$ cat config.mk
export PLATFORM = sky130hd
export DESIGN_NAME = bcd_calendar
export DESIGN_NICKNAME = d
export VERILOG_FILES = /design/src/rtl/cal_pkg.sv /design/src/rtl/cal_step.sv /design/src/rtl/cal_core.sv /design/src/rtl/cal_user.sv /design/src/rtl/bcd_calendar.sv
export SDC_FILE = /design/constraint.sdc
export NUM_CORES = 1
export LEC_CHECK = 0
export BUFFER_PORTS_ARGS = -buffer_cell sky130_fd_sc_hd__buf_2
export CAP_MARGIN = 0
export CORE_MARGIN = 5
export CORE_UTILIZATION = 30
export CTS_CLUSTER_SIZE = 24
export DETAILED_ROUTE_END_ITERATION = 10
export GPL_ROUTABILITY_DRIVEN = 0
export SYNTH_ARGS = -nofsm -noshare
export SYNTH_HDL_FRONTEND = slang
export SYNTH_SLANG_ARGS = --single-unit
$ cat constraint.sdc
create_clock -name clk_i -period 3.63 [get_ports clk_i]
set_input_delay 0 -clock clk_i [delete_from_list [all_inputs] [get_ports clk_i]]
set_output_delay 0 -clock clk_i [all_outputs]
set_load 0.01 [all_outputs]
$ cat src/rtl/cal_pkg.sv
`timescale 1ns/1ps
package cal_pkg;
  localparam int NF = 8;
  localparam int BW = 8;
  localparam int AW = $clog2(NF);
  localparam int CW = 3;

  typedef logic [BW-1:0] bcd_t;
  typedef logic [NF-1:0][BW-1:0] cal_set_t;

  localparam int F_SEC  = 0;
  localparam int F_MIN  = 1;
  localparam int F_HR   = 2;
  localparam int F_DOW  = 3;
  localparam int F_DATE = 4;
  localparam int F_MON  = 5;
  localparam int F_YR   = 6;
  localparam int F_CEN  = 7;

  function automatic bcd_t field_mask(int idx);
    case (idx)
      F_SEC, F_MIN:  return 8'h7F;
      F_HR, F_DATE:  return 8'h3F;
      F_DOW:         return 8'h07;
      F_MON:         return 8'h1F;
      F_YR:          return 8'hFF;
      default:       return 8'h3F;
    endcase
  endfunction

  function automatic bcd_t rst_value(int idx, bcd_t cen);
    case (idx)
      F_DOW, F_DATE, F_MON: return 8'h01;
      F_CEN:                return cen;
      default:              return 8'h00;
    endcase
  endfunction

  function automatic bcd_t bcd_next(bcd_t v, bcd_t last, bcd_t first);
    if (v == last) return first;
    if (v[3:0] == 4'd9) return {v[7:4] + 4'd1, 4'd0};
    return {v[7:4], v[3:0] + 4'd1};
  endfunction

  function automatic logic is_leap(bcd_t yr);
    logic [6:0] bin;
    bin = 7'(yr[7:4]) * 7'd10 + 7'(yr[3:0]);
    return bin[1:0] == 2'b00;
  endfunction

  function automatic bcd_t month_last_date(bcd_t mon, bcd_t yr);
    case (mon)
      8'h02:                      return is_leap(yr) ? 8'h29 : 8'h28;
      8'h04, 8'h06, 8'h09, 8'h11: return 8'h30;
      default:                    return 8'h31;
    endcase
  endfunction
endpackage

$ cat src/rtl/cal_step.sv
`timescale 1ns/1ps
module cal_step
  import cal_pkg::*;
(
  input  cal_set_t cur_i,
  input  logic     adv_i,
  output cal_set_t nxt_o,
  output logic     midnight_o,
  output logic     year_roll_o
);
  logic c_min, c_hr, c_day, c_mon, c_yr, c_cen;

  always_comb begin
    c_min = (cur_i[F_SEC] == 8'h59);
    c_hr  = c_min && (cur_i[F_MIN] == 8'h59);
    c_day = c_hr  && (cur_i[F_HR] == 8'h23);
    c_mon = c_day && (cur_i[F_DATE] == month_last_date(cur_i[F_MON], cur_i[F_YR]));
    c_yr  = c_mon && (cur_i[F_MON] == 8'h12);
    c_cen = c_yr  && (cur_i[F_YR] == 8'h99);
  end

  always_comb begin
    nxt_o = cur_i;
    if (adv_i) begin
      nxt_o[F_SEC] = bcd_next(cur_i[F_SEC], 8'h59, 8'h00);
      if (c_min) nxt_o[F_MIN] = bcd_next(cur_i[F_MIN], 8'h59, 8'h00);
      if (c_hr)  nxt_o[F_HR]  = bcd_next(cur_i[F_HR], 8'h23, 8'h00);
      if (c_day) begin
        nxt_o[F_DOW]  = bcd_next(cur_i[F_DOW], 8'h07, 8'h01);
        nxt_o[F_DATE] = bcd_next(cur_i[F_DATE],
                                 month_last_date(cur_i[F_MON], cur_i[F_YR]), 8'h01);
      end
      if (c_mon) nxt_o[F_MON] = bcd_next(cur_i[F_MON], 8'h12, 8'h01);
      if (c_yr)  nxt_o[F_YR]  = bcd_next(cur_i[F_YR], 8'h99, 8'h00);
      if (c_cen) nxt_o[F_CEN] = bcd_next(cur_i[F_CEN], 8'h39, 8'h00);
    end
  end

  assign midnight_o  = adv_i && c_day;
  assign year_roll_o = adv_i && c_yr;
endmodule

$ cat src/rtl/cal_core.sv
`timescale 1ns/1ps
module cal_core
  import cal_pkg::*;
#(
  parameter bcd_t RST_CEN = 8'h20
) (
  input  logic          clk_i,
  input  logic          rst_ni,
  input  logic          tick_i,
  input  logic          load_i,
  input  logic [NF-1:0] dirty_i,
  input  cal_set_t      user_i,
  output cal_set_t      int_o,
  output logic          midnight_o,
  output logic          year_roll_o
);
  cal_set_t merged, nxt;

  for (genvar g = 0; g < NF; g++) begin : g_fld
    bcd_t fld_q;
    assign merged[g] = (load_i && dirty_i[g]) ? (user_i[g] & field_mask(g)) : fld_q;
    always_ff @(posedge clk_i) begin
      if (!rst_ni) fld_q <= rst_value(g, RST_CEN);
      else         fld_q <= nxt[g];
    end
    assign int_o[g] = fld_q;
  end

  cal_step u_step (
    .cur_i       (merged),
    .adv_i       (tick_i),
    .nxt_o       (nxt),
    .midnight_o  (midnight_o),
    .year_roll_o (year_roll_o)
  );
endmodule

$ cat src/rtl/cal_user.sv
`timescale 1ns/1ps
module cal_user
  import cal_pkg::*;
#(
  parameter bcd_t RST_CEN = 8'h20
) (
  input  logic          clk_i,
  input  logic          rst_ni,
  input  logic          wr_i,
  input  logic [AW-1:0] addr_i,
  input  bcd_t          wdata_i,
  input  logic          xfer_en_i,
  input  logic          copy_i,
  input  logic          load_i,
  input  cal_set_t      int_i,
  output cal_set_t      user_o,
  output logic [NF-1:0] dirty_o,
  output logic [CW-1:0] ctrl_o
);
  for (genvar g = 0; g < NF; g++) begin : g_fld
    bcd_t fld_q;
    logic dirty_q;
    logic hit;
    assign hit = wr_i && !xfer_en_i && (addr_i == AW'(g));
    always_ff @(posedge clk_i) begin
      if (!rst_ni) begin
        fld_q   <= rst_value(g, RST_CEN);
        dirty_q <= 1'b0;
      end else begin
        if (hit)         fld_q <= wdata_i & field_mask(g);
        else if (copy_i) fld_q <= int_i[g];
        if (hit)         dirty_q <= 1'b1;
        else if (load_i) dirty_q <= 1'b0;
      end
    end
    assign user_o[g]  = fld_q;
    assign dirty_o[g] = dirty_q;
  end

  logic [CW-1:0] ctrl_q;
  always_ff @(posedge clk_i) begin
    if (!rst_ni) ctrl_q <= '0;
    else if (wr_i && (addr_i == AW'(F_MON))) ctrl_q <= wdata_i[BW-1 -: CW];
  end
  assign ctrl_o = ctrl_q;
endmodule

$ cat src/rtl/bcd_calendar.sv
`timescale 1ns/1ps
module bcd_calendar
  import cal_pkg::*;
#(
  parameter bcd_t RST_CEN = 8'h20
) (
  input  logic                   clk_i,
  input  logic                   rst_ni,
  input  logic                   tick_i,
  input  logic                   xfer_en_i,
  input  logic [cal_pkg::AW-1:0] addr_i,
  input  logic                   wr_i,
  input  logic [cal_pkg::BW-1:0] wdata_i,
  output logic [cal_pkg::BW-1:0] rdata_o
);
  logic xfer_q, tick_q, load_q;
  logic load_pulse, copy_pulse, midnight, year_roll;
  logic [NF-1:0] dirty;
  logic [CW-1:0] ctrl;
  cal_set_t int_set, user_set;

  assign load_pulse = xfer_en_i && !xfer_q;
  assign copy_pulse = xfer_en_i && (tick_q || load_q);

  always_ff @(posedge clk_i) begin
    if (!rst_ni) begin
      xfer_q <= 1'b1;
      tick_q <= 1'b0;
      load_q <= 1'b0;
    end else begin
      xfer_q <= xfer_en_i;
      tick_q <= tick_i;
      load_q <= load_pulse;
    end
  end

  cal_core #(.RST_CEN(RST_CEN)) u_core (
    .clk_i       (clk_i),
    .rst_ni      (rst_ni),
    .tick_i      (tick_i),
    .load_i      (load_pulse),
    .dirty_i     (dirty),
    .user_i      (user_set),
    .int_o       (int_set),
    .midnight_o  (midnight),
    .year_roll_o (year_roll)
  );

  cal_user #(.RST_CEN(RST_CEN)) u_user (
    .clk_i     (clk_i),
    .rst_ni    (rst_ni),
    .wr_i      (wr_i),
    .addr_i    (addr_i),
    .wdata_i   (wdata_i),
    .xfer_en_i (xfer_en_i),
    .copy_i    (copy_pulse),
    .load_i    (load_pulse),
    .int_i     (int_set),
    .user_o    (user_set),
    .dirty_o   (dirty),
    .ctrl_o    (ctrl)
  );

  assign rdata_o = user_set[addr_i] |
                   ((addr_i == AW'(F_MON)) ? {ctrl, {(BW-CW){1'b0}}} : '0);
endmodule

==> results.cfg, run 1 <==
[global_routing]
grt_max_degree = 86
grt_util_all_layers = 0.162
grt_pass1_wl_mm = 38.9
grt_pass1_vias = 6681
grt_overflow = 0
grt_antenna_before_repair = 4

[pwr]
power.density_mw_per_mm2 = 377
ir_drop_v = 0.000323
leakage_nw = 3.68

[detailed_routing]
ant_nets = 0
routedWlPerCell_um = 18.4
drtPass1Iterations = 5
finalWirelength_mm = 25.3
drcViolationCount = 0
viasPerCell = 5.44
drtIter0Drc = 604
via_count = 7464

[cts]
clock_path_buffers = 2
clkLatencyLatePin_ps = 430
clkSinkCount = 142
cts_tree = built
root_buffer = clkbuf_16
cts_buffers = 17
cts_resized = 0
htreeDepth = 4
cts_setup_buffers = 0
path_clk_slew_ps = 60

[cells_and_area]
nets = 1048
nFillCells = 2791
final_cell_mix = nand2_1 (182), dfxtp_1 (142), nor2_1 (91)
drive_gt1_frac = 0.137
seqCellArea_mm2 = 0.00284
n_antenna_cell = 0
multi_input_comb_area_mm2 = 0.00500
final_cell_area_mm2 = 0.00925
layout.cells.non_filler = 1371
mostFrequentLayoutCell = nand2_1
area_growth_syn_to_layout_pct = 13.3

[setup_path]
path_depth = 12
worstSetupPathType = reg -> reg
critPathRequiredTime_ps = 3980
reg2reg_from = xfer_q
timing.rr.end = u_core.g_fld[2].fld_q[7]
cp_common_cell = nor3b_1
path_max_fanout = 9
slowest_delay_ps = 470
worstPathCellList = nand3b_4 > mux2i_1 > ha_1 > nand3b_1 > mux2_2 > nor4_4 > buf_4 > nor3b_1 > and4b_1 > nand4_1 > xor2_1 > nor3b_1
reg2reg_depth = 12
crit_path_end_kind = flip-flop
cp_top_family = simple AND/OR/NAND/NOR gates
critical_path.endpoint = u_core.g_fld[2].fld_q[7]
arrival_ps = 3710
ff2ff_setup_slack_ps = 270
cp-start-kind = flip-flop
slowest_stage = dfxtp_1
startpoint = xfer_q
crit_buf_inv = 1

[sta]
slew_violations = 0
finalSetupTns_ps = 0
slew_headroom = 0.256
fmaxAchievable_mhz = 298
finalHoldViolations = 0
rsz0062_at_grt = false
worstMarginPinSlew_ps = 1110
fin_skew_ps = 8.05
setup_viol = 0
period_needed_ps = 3360
finalCritPeriodShare = 0.925

[hold_path]
min_path_type = in -> reg

[job]
maxCapViolCount = 0

[place]
place_hpwl_mm = 18.2
place_area_mm2 = 0.00864
place_inst = 1334
portBuffers = 23

[synth]
seq_area_frac_synth = 0.348
synth_edf_count = 0
synth_area_mm2 = 0.00816
ys.warnings.count = 0
synth_cells = 1006
syn_nets = 1037
ys_ff_latch = 142
ys.flop_type = dfxtp_1
yosys.cell_types.count = 72
synthArstFlopShare = 0
avgSynthCellArea_um2 = 8.12

[floorplan]
core_mm2 = 0.0269
start_util = 0.304
ioPinCount = 24
die_y_um = 175
dieArea_mm2 = 0.0306
rows = 60
die_width_um = 175

[status]
status = finished clean
==> layout make-up <==
class,instances,share of cell area
Timing Repair Buffer,52,0.0373
Clock buffer,19,0.0479
Sequential cell,142,0.307
Tap cell,341,0.0461
Multi-Input combinational cell,783,0.540
Clock inverter,13,0.0128
Inverter,21,0.00852
==> through the flow <==
step / utilization / setup slack, ps / hold WS (ps) / total power [mW]
after floorplan: - / 366 / 122 / 1.75
after global placement: 0.322 / 442 / 282 / 1.83
after detailed placement: 0.322 / 315 / 282 / 1.83
after CTS: 0.344 / 279 / 9.82 / 3.51
after global routing: 0.344 / 2.88 / 24.0 / 3.60
final: 0.344 / 274 / 26.1 / 3.49
==> layer usage <==
layer / part of all wire / global-route usage
met4: 0.026 / 0.0556
met5: 0.0018 / 0
met1: 0.47 / 0.229
met3: 0.069 / 0.0379
met2: 0.43 / 0.242
==> worst min path at each step <==
stage	from	to	slack, ps	cells after the start
after detailed placement	tick_i	tick_q	280	2
after CTS	wdata_i[0]	u_user.g_fld[6].fld_q[0]	10	3
after global placement	tick_i	tick_q	280	2
final	wdata_i[0]	u_user.g_fld[6].fld_q[0]	30	3
after floorplan	tick_i	tick_q	120	1
after global routing	wdata_i[4]	u_user.g_fld[6].fld_q[4]	20	3
==> worst reg2reg max path: stages, from the launching register on <==
cell,delay [ps]
dfxtp_1,470
nand3b_4,210
mux2i_1,310
ha_1,220
nand3b_1,100
mux2_2,330
nor4_4,250
buf_4,220
nor3b_1,330
and4b_1,380
nand4_1,140
xor2_1,160
nor3b_1,160
==> power by group <==
group | switching, mW | internal (mW) | total [mW]
sequential | 0.0218 | 1.58 | 1.60
clock | 0.724 | 0.959 | 1.68
combinational | 0.145 | 0.0646 | 0.210
==> synthesized netlist by cell type (5+ instances only) <==
master / number / share of area
nand2b_1: 14 / 0.011
o22ai_1: 5 / 0.0038
nand3_1: 49 / 0.030
o31ai_1: 5 / 0.0046
a21oi_1: 90 / 0.055
and2_1: 8 / 0.0061
nand3b_1: 11 / 0.010
o21ai_0: 41 / 0.025
a22oi_1: 17 / 0.016
xnor2_1: 15 / 0.016
dfxtp_1: 142 / 0.35
nor3_1: 16 / 0.0098
nor3b_1: 17 / 0.016
mux2_2: 20 / 0.028
mux4_2: 16 / 0.044
and3_1: 6 / 0.0046
xor2_1: 9 / 0.0097
nor2b_1: 6 / 0.0046
buf_1: 9 / 0.0041
o211ai_1: 8 / 0.0074
mux2i_1: 45 / 0.055
nor2_1: 91 / 0.042
or2_2: 7 / 0.0054
ha_1: 15 / 0.023
nand4_1: 9 / 0.0069
nor4_1: 7 / 0.0054
clkbuf_1: 44 / 0.020
inv_1: 21 / 0.0097
nand2_1: 182 / 0.084
or3_1: 5 / 0.0038
==> timing repair <==
item                                    4_1_cts  5_1_grt
endpoints found under the setup margin        0        0
hold buffers                                  5        0
endpoints found under the hold margin        10        0
==> flip-flops by register name (all words and copies together) (netlist names) <==
name / flops
load_q: 1
xfer_q: 1
u_user.ctrl_o: 3
u_core.g_fld.fld_q: 64
tick_q: 1
u_user.g_fld.fld_q: 64
u_user.g_fld.dirty_q: 8
==> cells by family after synthesis <==
| family | Yosys count | synth area share |
|---|---|---|
| buffers and inverters | 81 | 0.0418 |
| flip-flops | 142 | 0.348 |
| adder cells (fa/ha/maj) | 15 | 0.0230 |
| AO/OA/AOI/OAI | 201 | 0.151 |
| multiplexers | 81 | 0.127 |
| XOR/XNOR | 25 | 0.0277 |
| AND/OR/NAND/NOR | 461 | 0.281 |
Power figures use the tool's default switching activity.
==> run 2: changes to the inputs <==
==> constraint.sdc (replaced) <==
create_clock -name clk_i -period 3.63 [get_ports clk_i]
set_input_delay 0.726 -clock clk_i [delete_from_list [all_inputs] [get_ports clk_i]]
set_output_delay 0.726 -clock clk_i [all_outputs]
set_load 0.01 [all_outputs]
==> run 2 against run 1 <==
- total power up 0.91%
- routed wire length down 0.26%
- final cell count up 0.95%
- sequential power about the same
- combinational power about the same
- hold slack better by 430 ps
- utilization up 0.44 points
- clock skew up 5.1 ps
- sequential cell count unchanged
- critical endpoint is now u_core.g_fld[7].fld_q[7]
==> results.cfg, run 2 (synthesized netlist as in run 1, its figures left out) <==
[setup_path]
cp-start-kind = flip-flop
crit_buf_inv = 1
path_max_fanout = 8
arrival_ps = 3580
worstSetupPathType = reg -> reg
timing.rr.end = u_core.g_fld[7].fld_q[7]
slowest_delay_ps = 510
crit_path_end_kind = flip-flop
reg2reg_from = xfer_q
reg2reg_depth = 12
slowest_stage = or4_1
critPathRequiredTime_ps = 4010
ff2ff_setup_slack_ps = 420
cp_top_family = simple AND/OR/NAND/NOR gates
worstPathCellList = buf_4 > nand3b_1 > mux2i_1 > ha_1 > nor4bb_1 > nand4_1 > a21oi_1 > nand2_2 > nor4_2 > nand3_1 > or4_1 > nand2_1

[cts]
clkLatencyLatePin_ps = 440
clkSinkCount = 142
cts_setup_buffers = 0
postCtsHoldBufs = 0
clock_path_buffers = 2
htreeDepth = 4
root_buffer = clkbuf_16
cts_tree = built
cts_buffers = 17
cts_resized = 0
path_clk_slew_ps = 60

[hold_path]
min_path_type = reg -> reg
hold_path_end = u_user.ctrl_o[1]
hold_depth = 2
hp-start = u_user.ctrl_o[1]

[pwr]
intPower_mw = 2.65
power.total_mw = 3.52
clkPwrFrac = 0.487
p_comb_frac = 0.059
switching_share = 0.247
ir_drop_v = 0.000346
leakage_nw = 3.78
pwr-share-seq = 0.453
power.density_mw_per_mm2 = 376
switching_power_uw = 869

[cells_and_area]
top_regs = u_core.g_fld.fld_q (64), u_user.g_fld.fld_q (64), u_user.g_fld.dirty_q (8)
final_cell_mix = nand2_1 (182), dfxtp_1 (142), nor2_1 (91)
nets = 1062
mostFrequentLayoutCell = nand2_1
drive_gt1_frac = 0.153
area_growth_syn_to_layout_pct = 14.8

[detailed_routing]
finalWirelength_mm = 25.2
drtPass1Iterations = 5
via_count = 7529
viasPerCell = 5.44
routedWlPerCell_um = 18.2
drcViolationCount = 0
ant_nets = 0
drtIter0Drc = 840

[global_routing]
grt_util_all_layers = 0.164
grt_antenna_before_repair = 3
grt_pass1_vias = 7007
grt_pass1_wl_mm = 39.7
grt_overflow = 0
grt_max_degree = 72

[sta]
fin_skew_ps = 13.2
finalCritPeriodShare = 0.883
slew_violations = 0
rsz0062_at_grt = false
finalSetupTns_ps = 0
period_needed_ps = 3210
slew_headroom = 0.540
setup_viol = 0
fmaxAchievable_mhz = 312
worstMarginPinSlew_ps = 688
finalHoldViolations = 0

[place]
place_hpwl_mm = 18.1
portBuffers = 23

[floorplan]
rows = 60
dieArea_mm2 = 0.0306
die_y_um = 175
die_width_um = 175
core_mm2 = 0.0269
start_util = 0.304
ioPinCount = 24

[job]
maxCapViolCount = 0

[status]
status = finished clean
[run 2: layout make-up]
| cell class | count | area (µm²) |
|---|---|---|
| antenna | 1 | 2.50 |
| clock buffer | 18 | 439 |
| clock inverter | 12 | 121 |
| fill | 2801 | 17500 |
| inverter | 21 | 78.8 |
| multi-input combinational | 783 | 5000 |
| sequential | 142 | 2840 |
| tap | 341 | 427 |
| timing repair buffer | 66 | 463 |
[run 2: how the worst max path moves through the flow]
stage / from / endpoint / slack (ps) / cells past startpoint
after floorplan: xfer_en_i / u_core.g_fld[7].fld_q[7] / 90 / 13
after global placement: xfer_en_i / u_core.g_fld[6].fld_q[1] / 100 / 15
after detailed placement: xfer_en_i / u_core.g_fld[7].fld_q[7] / 10 / 13
after CTS: xfer_q / u_core.g_fld[7].fld_q[7] / 410 / 12
after global routing: xfer_q / u_core.g_fld[7].fld_q[7] / 90 / 12
final: xfer_q / u_core.g_fld[7].fld_q[7] / 420 / 12
[run 2: tightest hold or removal path, cell delays in order, from the launching register on]
cell	delay, ps
dfxtp_1	310
nand2_1	50
a21oi_1	50
[run 2: through the flow]
stage          worst slack [ps]  cell area (µm²)  utilization  hold WS, ps  std cells
2_1_floorplan              93.0             8170            -          431       1006
3_3_place_gp               97.5             8810        0.328          441       1353
3_5_place_dp               13.3             8810        0.328          443       1353
4_1_cts                     412             9370        0.349          451       1383
5_1_grt                    93.4             9370        0.349          473       1384
6_report                    423             9370        0.349          454       1384
[run 2: power groups by stage]
stage / registers [mW] / clock network (mW) / logic (mW)
final: 1.60 / 1.72 / 0.208
after global routing: 1.60 / 1.81 / 0.224
after CTS: 1.60 / 1.74 / 0.207
after detailed placement: 1.63 / 0 / 0.206
after global placement: 1.63 / 0 / 0.206
after floorplan: 1.62 / 0 / 0.127
[run 2: routing by layer]
layer  global-route usage  wire [µm]  vias to the layer above
li1                     -          -                     3618
met3               0.0333       1690                       57
met5                    0          7                        -
met2                0.258      11300                      257
met4               0.0648        845                        2
met1                0.220      11400                     3595
==> run 3: changes to the inputs <==
--- a/config.mk
+++ b/config.mk
@@ -14,4 +14,5 @@
 export GPL_ROUTABILITY_DRIVEN = 0
 export SYNTH_ARGS = -nofsm -noshare
 export SYNTH_HDL_FRONTEND = slang
+export SYNTH_HIERARCHICAL = 1
 export SYNTH_SLANG_ARGS = --single-unit
==> constraint.sdc (replaced) <==
create_clock -name clk_i -period 2.61 [get_ports clk_i]
set_input_delay 0.522 -clock clk_i [delete_from_list [all_inputs] [get_ports clk_i]]
set_output_delay 0.522 -clock clk_i [all_outputs]
set_load 0.01 [all_outputs]
==> run 3 against run 2 <==
- the run now ends with setup timing left
- via count fell by 5.4%
- clock skew fell by 3.8 ps
- total power rose by 39%
- global-route usage fell by 0.84 points
- register-to-register slack got worse by 1100 ps
- clock power rose by 38%
- count of clock-buffer cells in the layout rose by 5
- final area rose by 22%
- first-iteration DRC count fell by 60%
- critical path depth rose by 2
- combinational power rose by 44%
- largest power group unchanged
==> results.cfg, run 3 <==
[cells_and_area]
area_growth_syn_to_layout_pct = 32.9
n_antenna_cell = 0
nets = 1114
drive_gt1_frac = 0.410
nFillCells = 2740
fin_util = 0.407
mostFrequentLayoutCell = buf_4
final_cell_mix = buf_4 (162), dfxtp_1 (141), mux2_2 (100)
top_regs = u_core/g_fld.fld_q (64), u_user/g_fld.fld_q (64), u_user/g_fld.dirty_q (8)

[synth]
ys.warnings.count = 6
synth_cells = 891
synth_area_leader_cell = dfxtp_1
ys_ff_latch = 142
synth_area_mm2 = 0.00857
yosys-top-cells-area = dfxtp_1 (33%), mux2_2 (14%), mux2i_1 (8.2%)
ys_top_cells_by_count = dfxtp_1 (142), mux2_2 (110), nand2_1 (87)
yosysTopAreaCellShare = 0.332
ys.flop_type = dfxtp_1
synth_edf_count = 0
syn_nets = 936
yosysMostFrequentCell = dfxtp_1
synthArstFlopShare = 0
avgSynthCellArea_um2 = 9.62
seq_area_frac_synth = 0.332
yosys.cell_types.count = 69

[place]
place_hpwl_mm = 17.7
place_ws_ps = -1010
portBuffers = 23

[floorplan]
die_width_um = 179
rows = 61
core_mm2 = 0.0280
die_y_um = 179
start_util = 0.306
dieArea_mm2 = 0.0320
ioPinCount = 24

[detailed_routing]
finalWirelength_mm = 24.3
drcViolationCount = 0
ant_nets = 0
drtIter0Drc = 332
via_count = 7120
routedWlPerCell_um = 16.6
viasPerCell = 4.88
drtPass1Iterations = 5

[cts]
postCtsHoldBufs = 0
path_clk_slew_ps = 60
clkSinkCount = 142
htreeDepth = 4
cts_buffers = 17
cts_tree = built
clkLatencyLatePin_ps = 430
root_buffer = clkbuf_16
clock_path_buffers = 2

[global_routing]
grt_antenna_before_repair = 0
grt_overflow = 0
grt_pass1_wl_mm = 38.9
grt_max_degree = 65
grt_pass1_vias = 7187
grt_util_all_layers = 0.155

[setup_path]
worstSetupPathType = reg -> reg
path_max_fanout = 8
arrival_ps = 3600
cp-start-kind = flip-flop
critPathRequiredTime_ps = 2930
reg2reg_depth = 14
crit_path_end_kind = flip-flop

[sta]
finalHoldViolations = 0
timing.hold.ws_ps = 413
finalSetupTns_ps = -20160
setup_viol = 47
fin_skew_ps = 9.34
period_needed_ps = 3280
slew_headroom = 0.544
worstMarginPinSlew_ps = 682
finalCritPeriodShare = 1.26
slew_violations = 0
post-route-worst-setup-slack_ps = -667
fmaxAchievable_mhz = 305
rsz0062_at_grt = true

[pwr]
ir_drop_v = 0.000455
leakage_nw = 5.01
power.density_mw_per_mm2 = 429
power.total_mw = 4.88

[status]
violations = setup timing
status = finished with violations

[hold_path]
hold_depth = 3
min_path_type = in -> reg

[job]
maxCapViolCount = 0
[run 3: cell types whose count changed after synthesis, moves of 10 or more]
cell	previous run	this run
a21o_1	0	10
a21oi_1	90	10
a22oi_1	17	1
and2_1	8	80
buf_2	3	14
buf_4	0	11
clkbuf_1	44	15
ha_1	15	29
mux2_2	20	110
mux2i_1	45	70
nand2_1	182	87
nand3_1	49	14
nor2_1	91	41
o21ai_0	41	27
[run 3: what timing repair did]
| action | in CTS | in global routing |
|---|---|---|
| pin swaps | 26 | 29 |
| setup buffers | 12 | 10 |
| endpoints found under the setup margin | 44 | 51 |
| gates resized for setup | 63 | 42 |
[run 3: worst max-delay path, cell delays in order, from the launching register on]
cell and delay [ps]:
dfxtp_2 330, nor2b_4 150, buf_12 130, nand2_8 70
mux2_4 330, inv_4 70, ha_4 120, or3b_1 360
o22a_1 240, o311ai_4 400, buf_6 160, nand4_4 130
nor3_4 200, mux2_4 320, and2_4 150
[run 3: worst paths after layout]
path                                 start                        to  slack [ps]
setup reg to reg                    xfer_q  u_core/g_fld[7].fld_q[4]        -670
setup / recovery                    xfer_q  u_core/g_fld[7].fld_q[4]        -670
hold / removal                  wdata_i[7]  u_user/g_fld[6].fld_q[7]         410
hold reg to reg   u_core/g_fld[3].fld_q[5]  u_user/g_fld[3].fld_q[5]         500
[run 3: logic make-up (layout without fill, tap and decap cells)]
| group | Yosys count | in the layout | synth area share |
|---|---|---|---|
| flops | 142 | 142 | 0.332 |
| xor+xnor | 18 | 18 | 0.0184 |
| fa+ha+maj | 29 | 29 | 0.0423 |
| simple gates | 345 | 345 | 0.225 |
| compound gates | 91 | 91 | 0.0730 |
| buf+inv | 71 | 261 | 0.0438 |
| mux | 195 | 195 | 0.265 |
[run 3: metrics by stage]
stage	instance area, µm²	instances
after CTS	11200	1454
after global routing	11400	1459
after detailed placement	10300	1413
after global placement	10300	1413
final	11400	1459
after floorplan	8710	891
[run 3: area by class of cell]
type | instances | area, µm² | area share
flip-flops and latches | 142 | 2840 | 0.250
inverters | 22 | 87.6 | 0.00769
well taps | 378 | 473 | 0.0415
clock inverters | 8 | 82.6 | 0.00725
repair buffers | 208 | 1650 | 0.145
clock buffers | 23 | 498 | 0.0437
multi-input cells | 678 | 5750 | 0.505
[run 3: per-layer routing]
metal  routed length (µm)  global-route usage  up-vias  part of all wire
li1                     -                   -     3510                 -
met1                11000               0.201     3438              0.45
met2                11800               0.268      133              0.49
met3                  837              0.0167       39             0.034
met4                  595              0.0560        0             0.025
met5                    0                   0        -                 0
[run 3: power by group]
group / total [mW] / internal, mW / switching [mW]
sequential: 2.20 / 2.19 / 0.0134
clock: 2.38 / 1.43 / 0.951
combinational: 0.300 / 0.127 / 0.173
